### config.mk
export PLATFORM = sky130hd
export DESIGN_NAME = adc_test_pattern_gen
export DESIGN_NICKNAME = d
export VERILOG_FILES = /design/src/rtl/tpg_pkg.sv /design/src/rtl/tpg_pn_gen.sv /design/src/rtl/tpg_seq_ctl.sv /design/src/rtl/tpg_user_player.sv /design/src/rtl/adc_test_pattern_gen.sv
export SDC_FILE = /design/constraint.sdc
export NUM_CORES = 1
export LEC_CHECK = 0
export BUFFER_PORTS_ARGS = -buffer_cell sky130_fd_sc_hd__buf_4
export CORE_ASPECT_RATIO = 0.8
export CORE_MARGIN = 8
export CORE_UTILIZATION = 40
export DETAILED_ROUTE_END_ITERATION = 12
export HOLD_SLACK_MARGIN = 0.08
export SETUP_SLACK_MARGIN = 0.15
export SYNTH_ARGS = -nofsm -noshare
export SYNTH_HDL_FRONTEND = slang
export SYNTH_HIERARCHICAL = 1
export SYNTH_SLANG_ARGS = --single-unit
### constraint.sdc
create_clock -name clk -period 3.3 [get_ports clk]
set_input_delay 0.33 -clock clk [delete_from_list [all_inputs] [get_ports clk]]
set_output_delay 0.33 -clock clk [all_outputs]
set_load 0.05 [all_outputs]
### src/rtl/tpg_pkg.sv
// Package: shared mode codes, word width and fixed pattern words
// for the output test pattern generator.
package tpg_pkg;

    localparam int TPG_W = 14;

    typedef enum logic [3:0] {
        TM_OFF      = 4'h0,
        TM_MID      = 4'h1,
        TM_POSFS    = 4'h2,
        TM_NEGFS    = 4'h3,
        TM_CHECKER  = 4'h4,
        TM_PN_LONG  = 4'h5,
        TM_PN_SHORT = 4'h6,
        TM_WORD_TGL = 4'h7,
        TM_USER     = 4'h8,
        TM_BIT_TGL  = 4'h9,
        TM_SYNC     = 4'hA,
        TM_ONE_HIGH = 4'hB,
        TM_MIXED    = 4'hC
    } tp_mode_e;

    // Alternating bit word; msb_set picks which phase owns the MSB.
    function automatic logic [TPG_W-1:0] alt_bits(input logic msb_set);
        logic [TPG_W-1:0] b;
        for (int i = 0; i < TPG_W; i++) begin
            b[i] = ((((TPG_W - 1 - i) % 2) == 0) == msb_set);
        end
        return b;
    endfunction

    localparam logic [TPG_W-1:0] W_MID   = TPG_W'(1) << (TPG_W - 1);
    localparam logic [TPG_W-1:0] W_FULL  = '1;
    localparam logic [TPG_W-1:0] W_ZERO  = '0;
    localparam logic [TPG_W-1:0] W_CHK_A = alt_bits(1'b1);
    localparam logic [TPG_W-1:0] W_CHK_B = alt_bits(1'b0);
    localparam logic [TPG_W-1:0] W_SYNC  = (TPG_W'(1) << (TPG_W / 2)) - TPG_W'(1);
    localparam logic [TPG_W-1:0] W_MIXED = TPG_W'(14'h2863);

endpackage

### src/rtl/tpg_pn_gen.sv
// Module: tpg_pn_gen
// Purpose: Fibonacci shift-register pseudorandom generator with a
//   reseed pulse. Feedback is bit LEN-1 XOR bit TAP-1, shifted into
//   bit0. The register is at least OUT_W wide, so the output always
//   carries the OUT_W most recent bits.
// Assumes: TAP < LEN, OUT_W >= 1. A clear overrides a step. word_o is
//   the register value that the next edge will load.
module tpg_pn_gen #(
    parameter int LEN   = 23,
    parameter int TAP   = 18,
    parameter int OUT_W = 14
) (
    input  logic             clk,
    input  logic             rst_n,
    input  logic             clr_i,
    input  logic             step_i,
    output logic [OUT_W-1:0] word_o
);

    localparam int REG_W = (LEN > OUT_W) ? LEN : OUT_W;

    logic [REG_W-1:0] sr_q;
    logic [REG_W-1:0] sr_d;
    logic             fb;

    // Next shift-register value: reseed, step or hold.
    always_comb begin
        fb = sr_q[LEN-1] ^ sr_q[TAP-1];
        if (clr_i) begin
            sr_d = '1;
        end else if (step_i) begin
            sr_d = {sr_q[REG_W-2:0], fb};
        end else begin
            sr_d = sr_q;
        end
        word_o = sr_d[OUT_W-1:0];
    end

    // Shift-register state, seeded to all ones.
    always_ff @(posedge clk) begin
        if (!rst_n) begin
            sr_q <= '1;
        end else begin
            sr_q <= sr_d;
        end
    end

    // a generator seeded to all ones never reaches the all-zero lock-up state
    p_never_zero_r7: assert property (@(posedge clk) disable iff (!rst_n)
        sr_q != '0);

    // a clear pulse leaves the register at the seed
    p_clr_seed_r9: assert property (@(posedge clk) disable iff (!rst_n)
        clr_i |=> (sr_q == '1));

endmodule

### src/rtl/tpg_seq_ctl.sv
// Module: tpg_seq_ctl
// Purpose: Tracks the toggle phase and the user-player position. A
//   restart is raised when the mode changes, or when the playback
//   control changes in user mode. The restart is held until it is
//   consumed by a valid sample.
// Assumes: the mode and control inputs are sampled every cycle. The
//   phase and count outputs are the values for the current sample.
module tpg_seq_ctl
    import tpg_pkg::*;
(
    input  logic       clk,
    input  logic       rst_n,
    input  logic [3:0] mode_i,
    input  logic [1:0] uctl_i,
    input  logic       vld_i,
    output logic       phase_o,
    output logic [1:0] ucnt_o
);

    localparam logic [1:0] UCNT_MAX = 2'd2;

    logic [3:0] mode_q;
    logic [1:0] uctl_q;
    logic       pend_q;
    logic       phase_q;
    logic [1:0] ucnt_q;
    logic       restart;

    // Restart detection and effective position for this sample.
    always_comb begin
        restart = pend_q
                | (mode_i != mode_q)
                | ((mode_i == TM_USER) && (uctl_i != uctl_q));
        phase_o = restart ? 1'b0 : phase_q;
        ucnt_o  = restart ? 2'd0 : ucnt_q;
    end

    // Sequence state: previous controls, pending restart, phase, count.
    always_ff @(posedge clk) begin
        if (!rst_n) begin
            mode_q  <= '0;
            uctl_q  <= '0;
            pend_q  <= 1'b0;
            phase_q <= 1'b0;
            ucnt_q  <= '0;
        end else begin
            mode_q <= mode_i;
            uctl_q <= uctl_i;
            if (vld_i) begin
                pend_q  <= 1'b0;
                phase_q <= ~phase_o;
                ucnt_q  <= (ucnt_o == UCNT_MAX) ? UCNT_MAX : ucnt_o + 2'd1;
            end else begin
                pend_q <= restart;
            end
        end
    end

    // a sample taken on a mode change uses phase 0, so the next phase is 1
    p_restart_phase_r5: assert property (@(posedge clk) disable iff (!rst_n)
        (vld_i && (mode_i != mode_q)) |=> phase_q);

    // the player position never passes its saturation value
    p_ucnt_sat_r12: assert property (@(posedge clk) disable iff (!rst_n)
        ucnt_q <= UCNT_MAX);

endmodule

### src/rtl/tpg_user_player.sv
// Module: tpg_user_player
// Purpose: Picks the user word for the current sample from the
//   playback control (bit1 = once, bit0 = alternate), the shared
//   phase and the once-only position.
// Assumes: purely combinational. The phase and position come from
//   tpg_seq_ctl and are already restarted.
module tpg_user_player
    import tpg_pkg::*;
(
    input  logic [1:0]       uctl_i,
    input  logic             phase_i,
    input  logic [1:0]       ucnt_i,
    input  logic [TPG_W-1:0] word0_i,
    input  logic [TPG_W-1:0] word1_i,
    output logic [TPG_W-1:0] word_o
);

    logic once;
    logic alt;

    // Word selection for repeating and once-only playback.
    always_comb begin
        once = uctl_i[1];
        alt  = uctl_i[0];
        if (once) begin
            if (ucnt_i == 2'd0) begin
                word_o = word0_i;
            end else if (alt && (ucnt_i == 2'd1)) begin
                word_o = word1_i;
            end else begin
                word_o = W_ZERO;
            end
        end else if (alt) begin
            word_o = phase_i ? word1_i : word0_i;
        end else begin
            word_o = word0_i;
        end
    end

endmodule

### src/rtl/adc_test_pattern_gen.sv
// Module: adc_test_pattern_gen
// Purpose: Top level. Selects the test word or the normal data by
//   mode and registers it on each valid sample.
// Assumes: synchronous active-low reset. Unlisted mode codes pass data
//   through. Both generators step on every valid sample.
module adc_test_pattern_gen
    import tpg_pkg::*;
#(
    parameter int PN_LONG_LEN  = 23,
    parameter int PN_LONG_TAP  = 18,
    parameter int PN_SHORT_LEN = 9,
    parameter int PN_SHORT_TAP = 5
) (
    input  logic             clk,
    input  logic             rst_n,
    input  logic [3:0]       mode_i,
    input  logic [1:0]       user_ctl_i,
    input  logic [TPG_W-1:0] user_word0_i,
    input  logic [TPG_W-1:0] user_word1_i,
    input  logic             pn_long_clr_i,
    input  logic             pn_short_clr_i,
    input  logic             sample_vld_i,
    input  logic [TPG_W-1:0] data_i,
    output logic [TPG_W-1:0] data_o
);

    localparam logic [3:0] SPARE_LO = 4'd13;

    logic [TPG_W-1:0] pn_long_word;
    logic [TPG_W-1:0] pn_short_word;
    logic [TPG_W-1:0] user_word;
    logic             phase;
    logic [1:0]       ucnt;
    logic [TPG_W-1:0] data_d;
    logic [TPG_W-1:0] data_q;

    tpg_pn_gen #(
        .LEN   (PN_LONG_LEN),
        .TAP   (PN_LONG_TAP),
        .OUT_W (TPG_W)
    ) u_pn_long (
        .clk    (clk),
        .rst_n  (rst_n),
        .clr_i  (pn_long_clr_i),
        .step_i (sample_vld_i),
        .word_o (pn_long_word)
    );

    tpg_pn_gen #(
        .LEN   (PN_SHORT_LEN),
        .TAP   (PN_SHORT_TAP),
        .OUT_W (TPG_W)
    ) u_pn_short (
        .clk    (clk),
        .rst_n  (rst_n),
        .clr_i  (pn_short_clr_i),
        .step_i (sample_vld_i),
        .word_o (pn_short_word)
    );

    tpg_seq_ctl u_seq (
        .clk     (clk),
        .rst_n   (rst_n),
        .mode_i  (mode_i),
        .uctl_i  (user_ctl_i),
        .vld_i   (sample_vld_i),
        .phase_o (phase),
        .ucnt_o  (ucnt)
    );

    tpg_user_player u_player (
        .uctl_i  (user_ctl_i),
        .phase_i (phase),
        .ucnt_i  (ucnt),
        .word0_i (user_word0_i),
        .word1_i (user_word1_i),
        .word_o  (user_word)
    );

    // Mode multiplexer: test word or normal data.
    always_comb begin
        case (mode_i)
            TM_MID:      data_d = W_MID;
            TM_POSFS:    data_d = W_FULL;
            TM_NEGFS:    data_d = W_ZERO;
            TM_CHECKER:  data_d = phase ? W_CHK_B : W_CHK_A;
            TM_PN_LONG:  data_d = pn_long_word;
            TM_PN_SHORT: data_d = pn_short_word;
            TM_WORD_TGL: data_d = phase ? W_ZERO : W_FULL;
            TM_USER:     data_d = user_word;
            TM_BIT_TGL:  data_d = W_CHK_A;
            TM_SYNC:     data_d = W_SYNC;
            TM_ONE_HIGH: data_d = W_MID;
            TM_MIXED:    data_d = W_MIXED;
            default:     data_d = data_i;
        endcase
    end

    // Output register, loaded once per valid sample.
    always_ff @(posedge clk) begin
        if (!rst_n) begin
            data_q <= '0;
        end else if (sample_vld_i) begin
            data_q <= data_d;
        end
    end

    assign data_o = data_q;

    // off mode forwards the sampled data one cycle later
    p_off_pass_r2: assert property (@(posedge clk) disable iff (!rst_n)
        (sample_vld_i && (mode_i == TM_OFF)) |=> (data_o == $past(data_i)));

    // spare codes behave as off
    p_spare_pass_r3: assert property (@(posedge clk) disable iff (!rst_n)
        (sample_vld_i && (mode_i >= SPARE_LO)) |=> (data_o == $past(data_i)));

    // midscale gives the MSB-only word
    p_mid_level_r4: assert property (@(posedge clk) disable iff (!rst_n)
        (sample_vld_i && (mode_i == TM_MID)) |=> (data_o == W_MID));

    // no valid sample, no output change
    p_hold_r6: assert property (@(posedge clk) disable iff (!rst_n)
        !sample_vld_i |=> $stable(data_o));

    // a clear together with a sample in long-PN mode shows the seed
    p_long_clr_word_r9: assert property (@(posedge clk) disable iff (!rst_n)
        (sample_vld_i && pn_long_clr_i && (mode_i == TM_PN_LONG)) |=> (data_o == W_FULL));

endmodule

# Word level (Yosys, flattened, before mapping)
# Cells that the tools add are included.
op_classes:
  eq_ne: 16
  n_bitwise: 6
  muxes: 15
  add_sub_neg: 1
  reduce_logical: 6
ops:
  columns: ["cell", "count"]
  rows:
  - ["14-bit 2-to-1 mux", 11]
  - ["14-bit case mux with 11 select lines", 1]
  - ["4-bit equality test, second input constant", 5]
  - ["4-bit by 3-bit equality test with 1-bit output, second input constant", 4]
  - ["4-bit by 2-bit equality test with 1-bit output, second input constant", 2]
  - ["2-bit OR reduction", 3]
  - ["4-bit by 1-bit equality test with 1-bit output, second input constant", 1]
  - ["2-bit 2-to-1 mux", 2]
  - ["4-bit != test", 1]
  - ["2-bit by 1-bit adder with 2-bit output, second input constant", 1]
  - ["2-bit by 1-bit equality test with 1-bit output, second input constant", 1]
  - ["2-bit equality test, second input constant", 1]
  - ["1-bit logical AND", 2]
  - ["2-bit logical NOT", 1]
  - ["2-bit != test", 1]
  - ["1-bit inverter", 2]
  - ["1-bit bitwise OR", 2]
  - ["1-bit bitwise XOR", 2]
  - ["1-bit 2-to-1 mux", 1]
word_totals:
  regBits: 61
  inputBits: 53
  wordCells: 53

# Depth between registers and ports, before layout
logic_depth:
  depth_word: 10
  ltp_mapped: 13
  depth_no_buf: 12

# Cells and area by module
# The synthesis kept the hierarchy.
modules_own_cells:
  columns: ["mod", "n_inst", "area_each_um2", "cells_each"]
  rows:
  - ["adc_test_pattern_gen", 1, 1214.9, 163]
  - ["tpg_pn_gen (u_pn_long)", 1, 917.1, 93]
  - ["tpg_pn_gen (u_pn_short)", 1, 596.8, 64]
  - ["tpg_user_player", 1, 454.2, 69]
  - ["tpg_seq_ctl", 1, 435.4, 39]

# Worst setup path before layout
# No wires, ideal clock.
synth_path:
  path_type: "input-to-reg"
  from: "input port mode_i[0]"
  to: "register data_q[11], in the netlist data_o[11]"
  t_arrival_ns: 2.587
  setup_time_ns: 0.079
  slack_ns: 0.634
  required_ns: 3.221
  stages: 13
  cell_sequence: "or4b_1 a21oi_2 nor4_4 and2_2 nor2_1 buf_2 a22oi_1 a21oi_1 nor2_1 or3_1 a21oi_1 nor3_1 a211oi_2"
synth_between:
  elab_chain_len: 10
  elab_cells_between_ends: 30
synth_lines:
  columns: ["element", "line_no", "source"]
  rows:
  - ["start: declaration", "adc_test_pattern_gen.sv:16", "input logic [3:0] mode_i,"]
  - ["4-bit != test or 4-bit equality test (tied branches)", "tpg_seq_ctl.sv:32, tpg_seq_ctl.sv:33", null]
  - ["1-bit bitwise OR or 1-bit logical AND (tied branches)", "tpg_seq_ctl.sv:32, tpg_seq_ctl.sv:33", null]
  - ["1-bit bitwise OR (*)", "tpg_seq_ctl.sv:33", "| ((mode_i == TM_USER) && (uctl_i != uctl_q));"]
  - ["2-bit 2-to-1 mux (*)", "tpg_seq_ctl.sv:35", "ucnt_o = restart ? 2'd0 : ucnt_q;"]
  - ["via ucnt[0]", "adc_test_pattern_gen.sv:33", "logic [1:0] ucnt;"]
  - ["2-bit by 1-bit equality test with 1-bit output", "tpg_user_player.sv:28", "end else if (alt && (ucnt_i == 2'd1)) begin"]
  - ["1-bit logical AND", "tpg_user_player.sv:28", null]
  - ["14-bit 2-to-1 mux", "tpg_user_player.sv:28", null]
  - ["14-bit 2-to-1 mux (*)", "tpg_user_player.sv:26", "if (ucnt_i == 2'd0) begin"]
  - ["14-bit 2-to-1 mux (*)", "tpg_user_player.sv:25", "if (once) begin"]
  - ["via user_word[11]", "adc_test_pattern_gen.sv:31", "logic [TPG_W-1:0] user_word;"]
  - ["14-bit case mux with 11 select lines (*)", "adc_test_pattern_gen.sv:82", "case (mode_i)"]
  - ["end signal: assignment", "adc_test_pattern_gen.sv:104", "data_q <= data_d;"]
  - ["end: declaration", "adc_test_pattern_gen.sv:35", "logic [TPG_W-1:0] data_q;"]
# The timed path passes the listed nets; every way through them passes the cells marked *.
# A chain may end at the register's enable or synchronous reset.

# Final worst setup path
layout_path:
  from: "register u_seq.uctl_q[1]"
  to: "register data_q[10], in the netlist data_o[10]"
layout_between:
  elab_cells_between_ends: 16
layout_lines:
  columns: ["element", "line_no", "source"]
  rows:
  - ["start: declaration", "tpg_seq_ctl.sv:23", "logic [1:0] uctl_q;"]
  - ["start signal: assignment", "tpg_seq_ctl.sv:48", "uctl_q <= uctl_i;"]
  - ["2-bit != test", "tpg_seq_ctl.sv:33", null]
  - ["1-bit logical AND", "tpg_seq_ctl.sv:33", null]
  - ["1-bit bitwise OR", "tpg_seq_ctl.sv:33", null]
  - ["1-bit 2-to-1 mux", "tpg_seq_ctl.sv:34", "phase_o = restart ? 1'b0 : phase_q;"]
  - ["via phase", "adc_test_pattern_gen.sv:32", "logic phase;"]
  - ["14-bit 2-to-1 mux", "tpg_user_player.sv:34", "word_o = phase_i ? word1_i : word0_i;"]
  - ["14-bit 2-to-1 mux", "tpg_user_player.sv:33", "end else if (alt) begin"]
  - ["14-bit 2-to-1 mux", "tpg_user_player.sv:25", null]
  - ["via user_word[10]", "adc_test_pattern_gen.sv:31", null]
  - ["14-bit case mux with 11 select lines", "adc_test_pattern_gen.sv:82", null]
# The timed path passes the listed nets, and every way through them passes these cells.

==> flow_summary.json <==
{
  "status": "completed",
  "gp_congestion": 0.855,
  "p_leak_nw": 1.74,
  "cts-resized-gates": 0,
  "die_w_um": 122,
  "path_class": "flop to flop",
  "synth_cells": 428,
  "path_max_fanout": 19,
  "drc": 0,
  "combPwrFrac_pct": 17.3,
  "clock_skew_ps": 3.44,
  "clk_pin_slew_worst_paths_ps": 50,
  "p_per_area_mw_per_mm2": 452,
  "wl_met3_um": 740,
  "finalPower_mw": 1.96,
  "yosys_register_bits": 61,
  "r2r.worst_path.cells": 10,
  "num_rows": 31,
  "route.top_layer_used": "met5",
  "place_area_mm2": 0.00407,
  "ant_nets": 0,
  "cp.required_ps": 3500,
  "irDropWorstVdd_v": 0.000377,
  "grt_overflow": 0,
  "clkPwrFrac_pct": 43.1,
  "hold_depth": 3,
  "io_pins": 67,
  "synth_area_mm2": 0.00362,
  "htree_levels": 3,
  "slew_headroom_pct": 32.7,
  "start_kind": "flop",
  "syn-num-nets": 482,
  "tightest_slew_ps": 1010,
  "grt_max_degree": 39,
  "avgSynthCellArea_um2": 8.45,
  "wl_um": 10700,
  "seq_power_share_pct": 39.6,
  "via_count": 3405,
  "hpwl_um": 7720,
  "nFillCells": 869,
  "hold_buffers": 0,
  "ys_top_cells_by_area": "dfxtp_1 34%, mux2i_1 11%, nand2_1 7.7%",
  "mostFrequentLayoutCells": "74 x nand2_1, 71 x buf_4, 61 x dfxtp_1",
  "root_buffer": "clkbuf_16",
  "wl_met1_um": 4760,
  "register_area_mm2": 0.00122,
  "cts_tree": "done",
  "fmax_mhz": 349,
  "hold_viol": 0,
  "clock_latency_ps": 340,
  "grt_first_pass_wirelength_um": 17000,
  "core_mm2": 0.00892,
  "drt_iter0_markers": 308,
  "yosysWarnings": 6,
  "critPathSlowestCell": "and2_2",
  "critPathCaptureType": "flop",
  "syn2layout_area_growth_pct": 19.9,
  "path_common_cell": "a211oi_1",
  "tns_ps": 0,
  "grt_pass1_vias": 3253,
  "initial_core_util_pct": 40.6,
  "postCtsSetupBuffers": 0,
  "wl_per_cell_um": 17.8,
  "clockBufferDepth": 2,
  "final_layout_size_suffix_gt1_share_pct": 22.2,
  "maxCapViolations": 0,
  "switching_share_pct": 28.6,
  "async_reset_ff_share_pct": 0,
  "cts-buffers-inserted": 9,
  "finalCritPeriodShare_pct": 86.9,
  "yosysUniqueCellTypes": 55,
  "finalSetupViolCount": 0,
  "port_buffers": 66,
  "synth_edf_count": 0,
  "numClockSinks": 61,
  "intPower_mw": 1.40,
  "final_common_cell": "nand2_1",
  "nets": 532,
  "finalCriticalPeriod_ps": 2870,
  "rsz0062_at_grt": "false",
  "wl_met2_um": 4930,
  "p_sw_uw": 561,
  "synth_area_leader_cell": "dfxtp_1",
  "die_y_um": 101,
  "dieArea_mm2": 0.0124,
  "grt_util_all_layers_pct": 17.7,
  "fin_area_mm2": 0.00434,
  "first_pass_iters": 5,
  "cp_cell_sequence": "xnor2_1, a21oi_2, nor4_4, and2_2, nand2_2, a211oi_1, a21oi_1, a22o_1, a222oi_1, a211oi_1",
  "via_per_inst": 5.69,
  "synth_flop_cell": "dfxtp_1",
  "synthDominantCellAreaShare_pct": 33.7,
  "diodes": 0,
  "antenna_found_initial": 1,
  "multi_input_area_mm2": 0.00215,
  "crit_path_max_incr_delay_ps": 410,
  "yosysSeqAreaShare_pct": 33.7,
  "holdCritPathClass": "input pin to flop",
  "slew_violations": 0,
  "cp.arrival_ps": 3060
}
kinds of logic after synthesis:
| family | count (synthesis) | synth area share, % |
|---|---|---|
| buffers and inverters | 38 | 6.81 |
| AND/OR/NAND/NOR | 155 | 22.6 |
| adder cells (fa/ha/maj) | 1 | 0.346 |
| AO/OA/AOI/OAI | 126 | 23.8 |
| multiplexers | 39 | 10.8 |
| XOR/XNOR | 8 | 1.94 |
| flip-flops | 61 | 33.7 |
per-layer routing:
metal / up-vias / global-route usage [%]
met5: - / 0
met3: 20 / 4.98
met4: 2 / 7.94
li1: 1674 / -
met1: 1606 / 22.7
met2: 103 / 27.1
worst paths after layout:
check | startpoint | endpoint | slack, ps
hold reg to reg | u_pn_long/sr_q[14] | u_pn_long/sr_q[14] | 470
setup reg to reg | u_seq/uctl_q[1] | data_o[10] | 430
setup / recovery | u_seq/uctl_q[1] | data_o[10] | 430
hold / removal | data_i[3] | data_o[3] | 300
cell usage after synthesis, drive strengths merged (3+ instances only):
master	number
nand2	75
nor3b	8
o21ai	28
o221ai	3
mux2i	39
nor2b	10
nor2	17
a211oi	21
nor4	5
and3	15
a221oi	3
a22o	6
xnor2	7
inv	6
buf	26
a22oi	18
a21oi	27
and2	10
clkbuf	6
nor3	4
a31oi	6
dfxtp	61
a222oi	7
layout make-up:
type | instances | share of cell area [%]
clock inverter | 6 | 0.894
clock buffer | 10 | 5.28
inverter | 6 | 0.519
timing repair buffer | 71 | 12.3
sequential | 61 | 28.1
multi-input combinational | 329 | 49.6
tap | 115 | 3.32
through the flow:
| stage | instances | util (%) | hold WS [ps] | setup WS [ps] |
|---|---|---|---|---|
| 3_5_place_dp | 582 | 45.6 | 455 | 252 |
| 5_1_grt | 598 | 48.6 | 298 | 201 |
| 2_1_floorplan | 428 | - | 400 | 634 |
| 4_1_cts | 598 | 48.6 | 288 | 441 |
| 3_3_place_gp | 582 | 45.6 | 454 | 322 |
| 6_report | 598 | 48.6 | 303 | 433 |
power by group through the flow:
stage	logic (mW)	registers (mW)	clock network, mW
after floorplan	0.179	0.832	0
after global placement	0.334	0.791	0
after detailed placement	0.338	0.791	0
after CTS	0.339	0.776	0.871
after global routing	0.365	0.778	0.896
final	0.340	0.776	0.846
registers in the layout, summed over array words and instances (netlist names):
signal and count:
data_o 14, u_seq/uctl_q 2, u_seq/mode_q 4, u_seq/pend_q 1, u_pn_long/sr_q 23, u_seq/phase_q 1, u_seq/ucnt_q 2, u_pn_short/sr_q 14
critical path: cells and delay by family (launching register included):
family | cells | cell delay [ps]
flops | 1 | 310
compound gates | 6 | 1160
simple gates | 3 | 1060
xor+xnor | 1 | 200
Note: power is estimated with default switching activity, not from simulation.
